--- config.mk ---
export PLATFORM = sky130hd
export DESIGN_NAME = seg_load_seq
export DESIGN_NICKNAME = d
export VERILOG_FILES = /design/src/rtl/seg_pkg.sv /design/src/rtl/seg_desc_check.sv /design/src/rtl/seg_desc_cache.sv /design/src/rtl/seg_load_seq.sv
export SDC_FILE = /design/constraint.sdc
export NUM_CORES = 2
export LEC_CHECK = 0
export ABC_AREA = 1
export ABC_CLOCK_PERIOD_IN_PS = 5200
export BUFFER_PORTS_ARGS = -buffer_cell sky130_fd_sc_hd__buf_4
export CORE_UTILIZATION = 63
export CTS_BUF_LIST = sky130_fd_sc_hd__clkbuf_8
export DETAILED_ROUTE_END_ITERATION = 10
export GPL_ROUTABILITY_DRIVEN = 0
export PLACE_DENSITY = 0.83
export RECOVER_POWER = 50
export SLEW_MARGIN = 20
export SYNTH_ARGS = -nofsm -noshare
export SYNTH_HDL_FRONTEND = slang
export SYNTH_SLANG_ARGS = --single-unit
--- constraint.sdc ---
create_clock -name clk_i -period 5.2 [get_ports clk_i]
set_clock_uncertainty 0.2 [all_clocks]
set_input_delay 1.04 -clock clk_i [delete_from_list [all_inputs] [get_ports clk_i]]
set_output_delay 1.04 -clock clk_i [all_outputs]
set_load 0.1 [all_outputs]
--- src/rtl/seg_pkg.sv ---
package seg_pkg;
  typedef enum logic [2:0] {
    ST_IDLE, ST_RD_LO, ST_RD_HI, ST_CHECK, ST_WB, ST_LIMIT, ST_LIMIT_X, ST_FIN
  } seq_state_e;

  localparam logic [1:0] CAUSE_NONE   = 2'b00;
  localparam logic [1:0] CAUSE_ABSENT = 2'b01;
  localparam logic [1:0] CAUSE_TYPE   = 2'b10;
  localparam logic [1:0] CAUSE_RSVD   = 2'b11;

  localparam int unsigned ACC_BIT  = 40;
  localparam int unsigned DESC_W   = 64;
  localparam int unsigned WORD_W   = 32;

  function automatic logic [31:0] desc_base(input logic [63:0] d);
    return {d[63:56], d[39:32], d[31:16]};
  endfunction

  function automatic logic [31:0] desc_limit(input logic [63:0] d);
    logic [19:0] raw;
    raw = {d[51:48], d[15:0]};
    return d[55] ? {raw, 12'hfff} : {12'h000, raw};
  endfunction

  function automatic logic [3:0] desc_type(input logic [63:0] d);
    return d[43:40];
  endfunction
endpackage

--- src/rtl/seg_desc_check.sv ---
module seg_desc_check
  import seg_pkg::*;
(
  input  logic [63:0] desc_i,
  input  logic [31:0] off_i,
  output logic        ok_o,
  output logic [1:0]  cause_o,
  output logic        viol_o
);
  logic present, is_seg, is_code, readable, rsvd;

  assign present  = desc_i[47];
  assign is_seg   = desc_i[44];
  assign is_code  = desc_i[43];
  assign readable = desc_i[41];
  assign rsvd     = desc_i[53];

  always_comb begin
    if (!present)                        cause_o = CAUSE_ABSENT;
    else if (!is_seg || (is_code && !readable)) cause_o = CAUSE_TYPE;
    else if (rsvd)                       cause_o = CAUSE_RSVD;
    else                                 cause_o = CAUSE_NONE;
  end

  assign ok_o   = (cause_o == CAUSE_NONE);
  assign viol_o = off_i > desc_limit(desc_i);
endmodule

--- src/rtl/seg_desc_cache.sv ---
module seg_desc_cache #(
  parameter int unsigned ENTRIES = 6,
  parameter int unsigned TAG_W   = 13,
  parameter int unsigned DATA_W  = 64
) (
  input  logic              clk_i,
  input  logic              rst_ni,
  input  logic              flush_i,
  input  logic [TAG_W-1:0]  lookup_tag_i,
  output logic              hit_o,
  output logic [DATA_W-1:0] hit_data_o,
  input  logic              touch_i,
  input  logic              alloc_i,
  input  logic [TAG_W-1:0]  alloc_tag_i,
  input  logic [DATA_W-1:0] alloc_data_i
);
  localparam int unsigned AW = (ENTRIES > 1) ? $clog2(ENTRIES) : 1;
  localparam logic [AW-1:0] OLDEST = AW'(ENTRIES - 1);

  logic [ENTRIES-1:0] valid_q;
  logic [TAG_W-1:0]   tag_q  [ENTRIES];
  logic [DATA_W-1:0]  data_q [ENTRIES];
  logic [AW-1:0]      age_q  [ENTRIES];
  logic [ENTRIES-1:0] match;
  logic [AW-1:0]      hit_way, victim, upd_way;
  logic               upd;

  for (genvar g = 0; g < ENTRIES; g++) begin : g_match
    assign match[g] = valid_q[g] && (tag_q[g] == lookup_tag_i);
  end

  assign hit_o = |match;

  always_comb begin
    hit_way    = '0;
    hit_data_o = '0;
    victim     = '0;
    for (int i = 0; i < ENTRIES; i++) begin
      if (match[i]) begin
        hit_way    = AW'(i);
        hit_data_o = data_q[i];
      end
      if (age_q[i] == OLDEST) victim = AW'(i);
    end
  end

  assign upd     = touch_i || alloc_i;
  assign upd_way = alloc_i ? victim : hit_way;

  always_ff @(posedge clk_i or negedge rst_ni) begin
    if (!rst_ni) begin
      valid_q <= '0;
      for (int i = 0; i < ENTRIES; i++) begin
        tag_q[i]  <= '0;
        data_q[i] <= '0;
        age_q[i]  <= AW'(i);
      end
    end else begin
      if (flush_i) valid_q <= '0;
      else if (alloc_i) begin
        valid_q[upd_way] <= 1'b1;
        tag_q[upd_way]   <= alloc_tag_i;
        data_q[upd_way]  <= alloc_data_i;
      end
      if (upd) begin
        for (int i = 0; i < ENTRIES; i++) begin
          if (AW'(i) == upd_way)            age_q[i] <= '0;
          else if (age_q[i] < age_q[upd_way]) age_q[i] <= age_q[i] + 1'b1;
        end
      end
    end
  end
endmodule

--- src/rtl/seg_load_seq.sv ---
module seg_load_seq
  import seg_pkg::*;
#(
  parameter int unsigned CACHE_ENTRIES = 6,
  parameter int unsigned SEL_W         = 16,
  parameter int unsigned ADDR_W        = 32
) (
  input  logic              clk_i,
  input  logic              rst_ni,
  input  logic              flush_i,
  input  logic [ADDR_W-1:0] tbl_base_i,
  input  logic              req_valid_i,
  output logic              req_ready_o,
  input  logic [SEL_W-1:0]  req_sel_i,
  input  logic [31:0]       req_off_i,
  output logic              done_o,
  output logic              fault_o,
  output logic [1:0]        fault_cause_o,
  output logic [SEL_W-1:0]  seg_sel_o,
  output logic [31:0]       seg_base_o,
  output logic [31:0]       seg_limit_o,
  output logic [3:0]        seg_type_o,
  output logic              mem_req_o,
  output logic              mem_we_o,
  output logic [ADDR_W-1:0] mem_addr_o,
  output logic [31:0]       mem_wdata_o,
  input  logic              mem_ack_i,
  input  logic [31:0]       mem_rdata_i
);
  localparam int unsigned IDX_W = SEL_W - 3;

  seq_state_e          state_q;
  logic [SEL_W-1:0]    sel_q;
  logic [31:0]         off_q;
  logic [ADDR_W-1:0]   addr_q;
  logic [DESC_W-1:0]   desc_q;
  logic                miss_q, fault_q;
  logic [1:0]          cause_q;
  logic                accept, cache_hit, chk_ok, chk_viol, alloc;
  logic [DESC_W-1:0]   cache_data;
  logic [1:0]          chk_cause;

  assign req_ready_o = (state_q == ST_IDLE);
  assign accept      = req_valid_i && req_ready_o;
  assign alloc       = (state_q == ST_FIN) && miss_q && !fault_q;

  seg_desc_cache #(
    .ENTRIES (CACHE_ENTRIES),
    .TAG_W   (IDX_W),
    .DATA_W  (DESC_W)
  ) u_cache (
    .clk_i        (clk_i),
    .rst_ni       (rst_ni),
    .flush_i      (flush_i),
    .lookup_tag_i (req_sel_i[SEL_W-1:3]),
    .hit_o        (cache_hit),
    .hit_data_o   (cache_data),
    .touch_i      (accept && cache_hit),
    .alloc_i      (alloc),
    .alloc_tag_i  (sel_q[SEL_W-1:3]),
    .alloc_data_i (desc_q)
  );

  seg_desc_check u_check (
    .desc_i  (desc_q),
    .off_i   (off_q),
    .ok_o    (chk_ok),
    .cause_o (chk_cause),
    .viol_o  (chk_viol)
  );

  always_ff @(posedge clk_i or negedge rst_ni) begin
    if (!rst_ni) begin
      state_q    <= ST_IDLE;
      sel_q      <= '0;
      off_q      <= '0;
      addr_q     <= '0;
      desc_q     <= '0;
      miss_q     <= 1'b0;
      fault_q    <= 1'b0;
      cause_q    <= CAUSE_NONE;
      seg_sel_o  <= '0;
      seg_base_o <= '0;
      seg_limit_o <= '0;
      seg_type_o <= '0;
    end else begin
      unique case (state_q)
        ST_IDLE: if (accept) begin
          sel_q   <= req_sel_i;
          off_q   <= req_off_i;
          addr_q  <= tbl_base_i + ADDR_W'({req_sel_i[SEL_W-1:3], 3'b000});
          fault_q <= 1'b0;
          cause_q <= CAUSE_NONE;
          miss_q  <= !cache_hit;
          if (cache_hit) begin
            desc_q  <= cache_data;
            state_q <= ST_FIN;
          end else begin
            state_q <= ST_RD_LO;
          end
        end
        ST_RD_LO: if (mem_ack_i) begin
          desc_q[31:0] <= mem_rdata_i;
          state_q      <= ST_RD_HI;
        end
        ST_RD_HI: if (mem_ack_i) begin
          desc_q[63:32] <= mem_rdata_i;
          state_q       <= ST_CHECK;
        end
        ST_CHECK: begin
          if (!chk_ok) begin
            fault_q <= 1'b1;
            cause_q <= chk_cause;
            state_q <= ST_FIN;
          end else begin
            desc_q[ACC_BIT] <= 1'b1;
            state_q         <= ST_WB;
          end
        end
        ST_WB:      if (mem_ack_i) state_q <= ST_LIMIT;
        ST_LIMIT:   state_q <= chk_viol ? ST_LIMIT_X : ST_FIN;
        ST_LIMIT_X: state_q <= ST_FIN;
        ST_FIN: begin
          state_q <= ST_IDLE;
          if (!fault_q) begin
            seg_sel_o   <= sel_q;
            seg_base_o  <= desc_base(desc_q);
            seg_limit_o <= desc_limit(desc_q);
            seg_type_o  <= desc_type(desc_q);
          end
        end
        default: state_q <= ST_IDLE;
      endcase
    end
  end

  assign done_o        = (state_q == ST_FIN);
  assign fault_o       = done_o && fault_q;
  assign fault_cause_o = fault_o ? cause_q : CAUSE_NONE;
  assign mem_req_o     = (state_q == ST_RD_LO) || (state_q == ST_RD_HI) || (state_q == ST_WB);
  assign mem_we_o      = (state_q == ST_WB);
  assign mem_addr_o    = addr_q + ((state_q == ST_RD_LO) ? ADDR_W'(0) : ADDR_W'(4));
  assign mem_wdata_o   = desc_q[63:32];
endmodule

Yosys cells after proc, flatten, opt, wreduce, memory -nomap -nowiden
Cells that the tools add are included.

storage, ports and cells
  bits in registers = 721
  input port bits = 117
  word-level logic and storage cells = 207

operators by class
  $add $sub $neg = 8
  order comparisons = 11
  equal/unequal tests = 30
  mux-type cells = 70
  bitwise gates (word level) = 4
  reduce and logical (&&, ||, !) cells = 51

operators with widths
  kind                   count
  $mux W64               9
  $bwmux W384            1
  $demux W64 S3          1
  $bwmux W78             1
  $eq A13 B13 Y1         6
  $mux W3                25
  $mux W32               2
  $pmux W32 S2           1
  $pmux W23 S2           1
  $demux W13 S3          1
  $add A32 B16 Y32       1
  $add A32 B3 Y32        1
  $gt A32 B32 Y1         1
  $eq A3 B3 Y1 const B   9
  $pmux W3 S8            1
  $mux W2                11
  $reduce_bool A2 Y1     10
  $add A3 B1 Y3 const B  6
  $lt A3 B3 Y1           6
  $reduce_and A2 Y1      9
  $pmux W8 S2            1
  $logic_and A1 B1 Y1    14
  $mux W13               1
  $mux W6                2
  other kinds (29)       53

Depth between registers and ports, before layout
  depth in word-level cells = 15
  gate-level depth with buffers = 30

Cells and area by module
Synthesis repeated with hierarchy kept, for this count alone.

unflattened totals
  cell total of the unflattened synthesis = 4539
  area total of the unflattened synthesis = 36189.7 um^2

modules (own cells, without submodules)
  module          instances  cells each  area each (um^2)  sequential area each (um^2)
  seg_desc_cache  1          2814        23207.3           12170.4
  seg_load_seq    1          1574        12004.0           5880.6
  seg_desc_check  1          151         978.4             0.0

Worst setup path after synthesis
No wires, ideal clock.

  path kind = register to output
  start = register state_q[1]
  end = output mem_addr_o[31]
  data arrival time = 4395 ps
  required time = 3960 ps
  slack = -435 ps
  stages on the path, launching flop included = 19
  buffers on the path = 1
  cells stage by stage = dfrtp_1 -> inv_1 -> nand2_1 -> nor2_1 -> inv_2 -> clkbuf_1 -> ha_1 -> nand3_1 -> nor3_2 -> nand3_1 -> nor2_1 -> nand3_1 -> nor3_2 -> nand4_1 -> nor3_2 -> nand4_1 -> nor2_1 -> nand2_1 -> xnor2_1

on the way
  longest elaborated chain between the ends = 3

ends and longest elaborated chain
  item                      line                 source
  start: declaration        seg_load_seq.sv:32   seq_state_e state_q;
  start signal: assignment  seg_load_seq.sv:121  ST_LIMIT: state_q <= chk_viol ? ST_LIMIT_X : ST_FIN;
  $eq A3 B1 Y1              seg_load_seq.sv:142  assign mem_addr_o = addr_q + ((state_q == ST_RD_LO) ? ADDR_W'(0) : ADDR_W'(4));
  $mux W3                   seg_load_seq.sv:142
  $add A32 B3 Y32           seg_load_seq.sv:142
  end: declaration          seg_load_seq.sv:25   output logic [ADDR_W-1:0] mem_addr_o,

Every way passes these cells.

Worst setup path after layout
  start = register state_q[1]
  end = output mem_addr_o[29]

Same word-level chain as after synthesis.

==> results by group <==
Placement
  • I/O Buffers: between 200 and 300
  • DP Wirelength: ~68 mm
  • Placed cells: about 5200
  • Post-DP Area: 37730 um^2
  • Post-place setup slack: 394.4 ps

Min path
  • Hold Path Class: flop to flop
  • Hold Path Origin: u_cache.data_q[83]

CTS
  • CTS Sinks: 721
  • Reg clk slew, reported paths: ~60 ps
  • H-tree levels: 3
  • Clk buf depth: 3
  • Root Driver: clkbuf_8
  • Skew-Pair Late Insertion Delay: slightly below 800 ps
  • CTS tree: yes
  • Total CTS buffers: ~120

STA
  • Worst slew pin tran: about 2900 ps
  • Final setup viols: 0
  • RSZ-0062 raised after global routing: yes
  • Relative slew margins: -90.94%
  • Fmax: ~190 MHz
  • Fin. Hold Viols: 0
  • Final Worst Setup Slack: 32.61 ps
  • Pins Over Slew Limit: 617
  • Minimum clock period: between 5000 and 6000 ps
  • Period utilization: 99.37%

Floorplanning
  • Die Ht: between 200 and 250 um
  • Die Wd: approximately 240 um
  • Die area: 57130 um^2
  • Starting Density: between 60 and 70%
  • Ports: ~270
  • Core area: 55310 um^2
  • FP Rows: 86

Setup path
  • Crit path to: mem_addr_o[29]
  • CP Launch Point: state_q[1]
  • Critical Path End Type: primary output
  • Max FO, Critical Path: 3
  • Worst setup SP type: flop
  • Worst path depth: 17
  • FF-to-FF Start: state_q[1]
  • Crit path arrival time: 3930 ps
  • Reg2reg end: seg_base_o[1]
  • Crit path buf inv count: 3
  • Worst EP required: 3960 ps
  • Cells along the critical path: inv_2 > nand2_2 > nor2_2 > inv_2 > ha_4 > nand3_2 > nor3_2 > nand3_2 > nor2_4 > nand3_4 > nor3_4 > nand4_1 > nor3_4 > nand4_1 > nor2_1 > xor2_2 > buf_4
  • Worst stage delay on the critical path: between 300 and 400 ps
  • Delay-heaviest family, CP: simple AND/OR/NAND/NOR gates
  • Critical path's slowest cell: dfrtp_1
  • R2r worst-path depth: 10
  • WS Path Type: flop to primary output
  • Reg2Reg Setup Slack: ~350 ps

Synthesis
  • List of most frequent post-synthesis cells: nand2_1 (1258), dfrtp_1 (714), o21ai_0 (622), inv_1 (298), o21ai_1 (251)
  • Register bit count reported by yosys: slightly above 700
  • Most numerous cell in the Yosys netlist: nand2_1
  • Syn Area/Cell: 8.089 um^2
  • Async set or reset register ratio after synthesis: 100.0%
  • Net Count, Synth: between 4000 and 5000
  • Sequential-to-total area share from yosys stat: ~50%
  • Yosys warning count: 0
  • Top cell type's share of synthesized area: 50.49%
  • Most used DFF post-synth: dfrtp_1
  • Post-synth EDFFs: 0
  • Post-synth top area cell: dfrtp_1
  • Syn Std Cell Area: 35390 um^2
  • Yosys cell types: 53
  • Synth Instances: 4375
  • Most area-consuming cells after synthesis: dfrtp_1 (50%), nand2_1 (13%), o21ai_0 (8.8%)

Routing
  • DRT iter0 DRCs: about 4000
  • Post-Route WL: around 110 mm
  • Via/cell ratio: 6.070
  • DRT antenna net count: 0
  • 1st-pass router iterations: 7
  • Residual DRC count: 0
  • Per-cell routed wire length: between 20 and 25 um
  • Vias: approximately 33000

GRT
  • Pin count of the biggest net entering global routing: around 120
  • First-pass GRT wire length: ~170 mm
  • Total congestion overflow: 0
  • Initial antenna violation count: 4
  • Vias in the first global route: 31410
  • GRT Total Usage: 38.85%

Finish
  • Final std cells w/o fill: 5396
  • Share of cells above drive strength 1: approximately 14%
  • Final instance area: around 40000 um^2
  • Area growth syn-to-layout: 14.66%
  • Nets: 4727

Power and ir drop
  • Comb pwr share: about two fifths
  • Sw Share: between 40% and 50%
  • Reg power frac: approximately a third
  • Max IR drop VDD: 796.4 uV
  • Pwr per Cell Area: between 500 and 600 nW/um^2
  • Clock network power share: 23.9%
  • Static Leak: roughly 20 nW
  • Sw power: about 11 mW
  • Overall power: 22.33 mW
  • P_int: roughly 12 mW

Outcome
  • Failing checks: capacitance limit, slew limit
  • Outcome: finished, violations left

Flow run
  • Max Cap Violations: 7
==> how the worst min path moves through the flow <==
stage                     endpoint  slack, ps  depth (start not counted)
2_1_floorplan  u_cache.data_q[100]        250                          2
3_3_place_gp   u_cache.data_q[184]        260                          2
3_5_place_dp   u_cache.data_q[160]        270                          2
4_1_cts        u_cache.data_q[188]        170                          1
5_1_grt                  off_q[11]        280                          3
6_report        u_cache.data_q[83]        280                          2
==> state kept, by name, indices dropped and copies added, names as in the netlist <==
register	cells
seg_base_o	32
u_cache.tag_q	78
miss_q	1
seg_sel_o	16
cause_q	2
u_cache.valid_q	6
sel_q	16
u_cache.age_q	18
u_cache.data_q	384
state_q	3
desc_q	64
fault_q	1
seg_type_o	4
seg_limit_o	32
addr_q	32
off_q	32
==> cells in the final DEF (no fill, tap or decap), types with 12 or more instances in the layout <==
cell type	instances
a21oi_1	144
buf_12	12
buf_4	321
clkbuf_8	154
dfrtp_1	713
ha_1	62
inv_1	337
inv_2	21
nand2_1	1249
nand2_2	20
nand3_1	194
nand4_1	25
nor2_1	165
nor3_1	18
nor4_1	12
o211ai_1	35
o21ai_0	622
o21ai_1	251
o221ai_1	30
o22ai_1	44
xnor2_1	24
xor2_1	34
==> cell families after synthesis <==
kind of cell / Yosys count / synth area share [%]
XOR/XNOR: 66 / 1.633
AND/OR/NAND/NOR: 1753 / 20.33
flip-flops: 721 / 51.01
AO/OA/AOI/OAI: 1158 / 17.38
adder cells (fa/ha/maj): 65 / 2.319
buffers and inverters: 612 / 7.326
==> metrics by stage <==
step	util [%]	hold WS, ps	TNS [ps]
after floorplan	-	247.9	-59.53
after global placement	68.23	260.5	0
after detailed placement	68.23	267.8	0
after CTS	73.22	166.9	-4.012
after global routing	73.36	279.3	-719.7
final	73.36	280.0	0
==> what timing repair did <==
action	CTS	global route
gates resized for setup	22	15
setup endpoints to repair	6	7
hold buffers	0	0
pin swaps	9	14
setup buffers	8	12
==> metal layers <==
layer,vias to the layer above,wire length [um],GRT usage [%]
met5,-,14,0
met4,2,7100,23.33
met3,466,12040,9.630
met2,1984,49220,59.36
met1,15520,41550,50.27
li1,14790,-,-
==> layout make-up <==
class / instances / area [um^2]
multi-input combinational: 3042 / 15060
timing repair buffer: 344 / 2715
clock buffer: 154 / 2120
tap: 748 / 935.9
sequential: 721 / 18050
fill: 4106 / 14730
clock inverter: 63 / 481.7
inverter: 320 / 1205
antenna: 4 / 10.01
==> worst min-delay path, delay by kind of cell, from the launching register on <==
kind / cells / cell delay [ps]
AO/OA/AOI/OAI: 1 / 60
flip-flops: 1 / 340
AND/OR/NAND/NOR: 1 / 50
==> power by group through the flow <==
| stage | Sequential (mW) | Combinational (mW) | Clock (mW) |
|---|---|---|---|
| after detailed placement | 7.73 | 8.99 | 0 |
| after global routing | 7.83 | 9.81 | 5.62 |
| after floorplan | 9.14 | 5.20 | 0 |
| after CTS | 7.66 | 9.11 | 5.35 |
| after global placement | 7.70 | 8.86 | 0 |
| final | 7.73 | 9.26 | 5.34 |
Power figures use the tool's default switching activity.
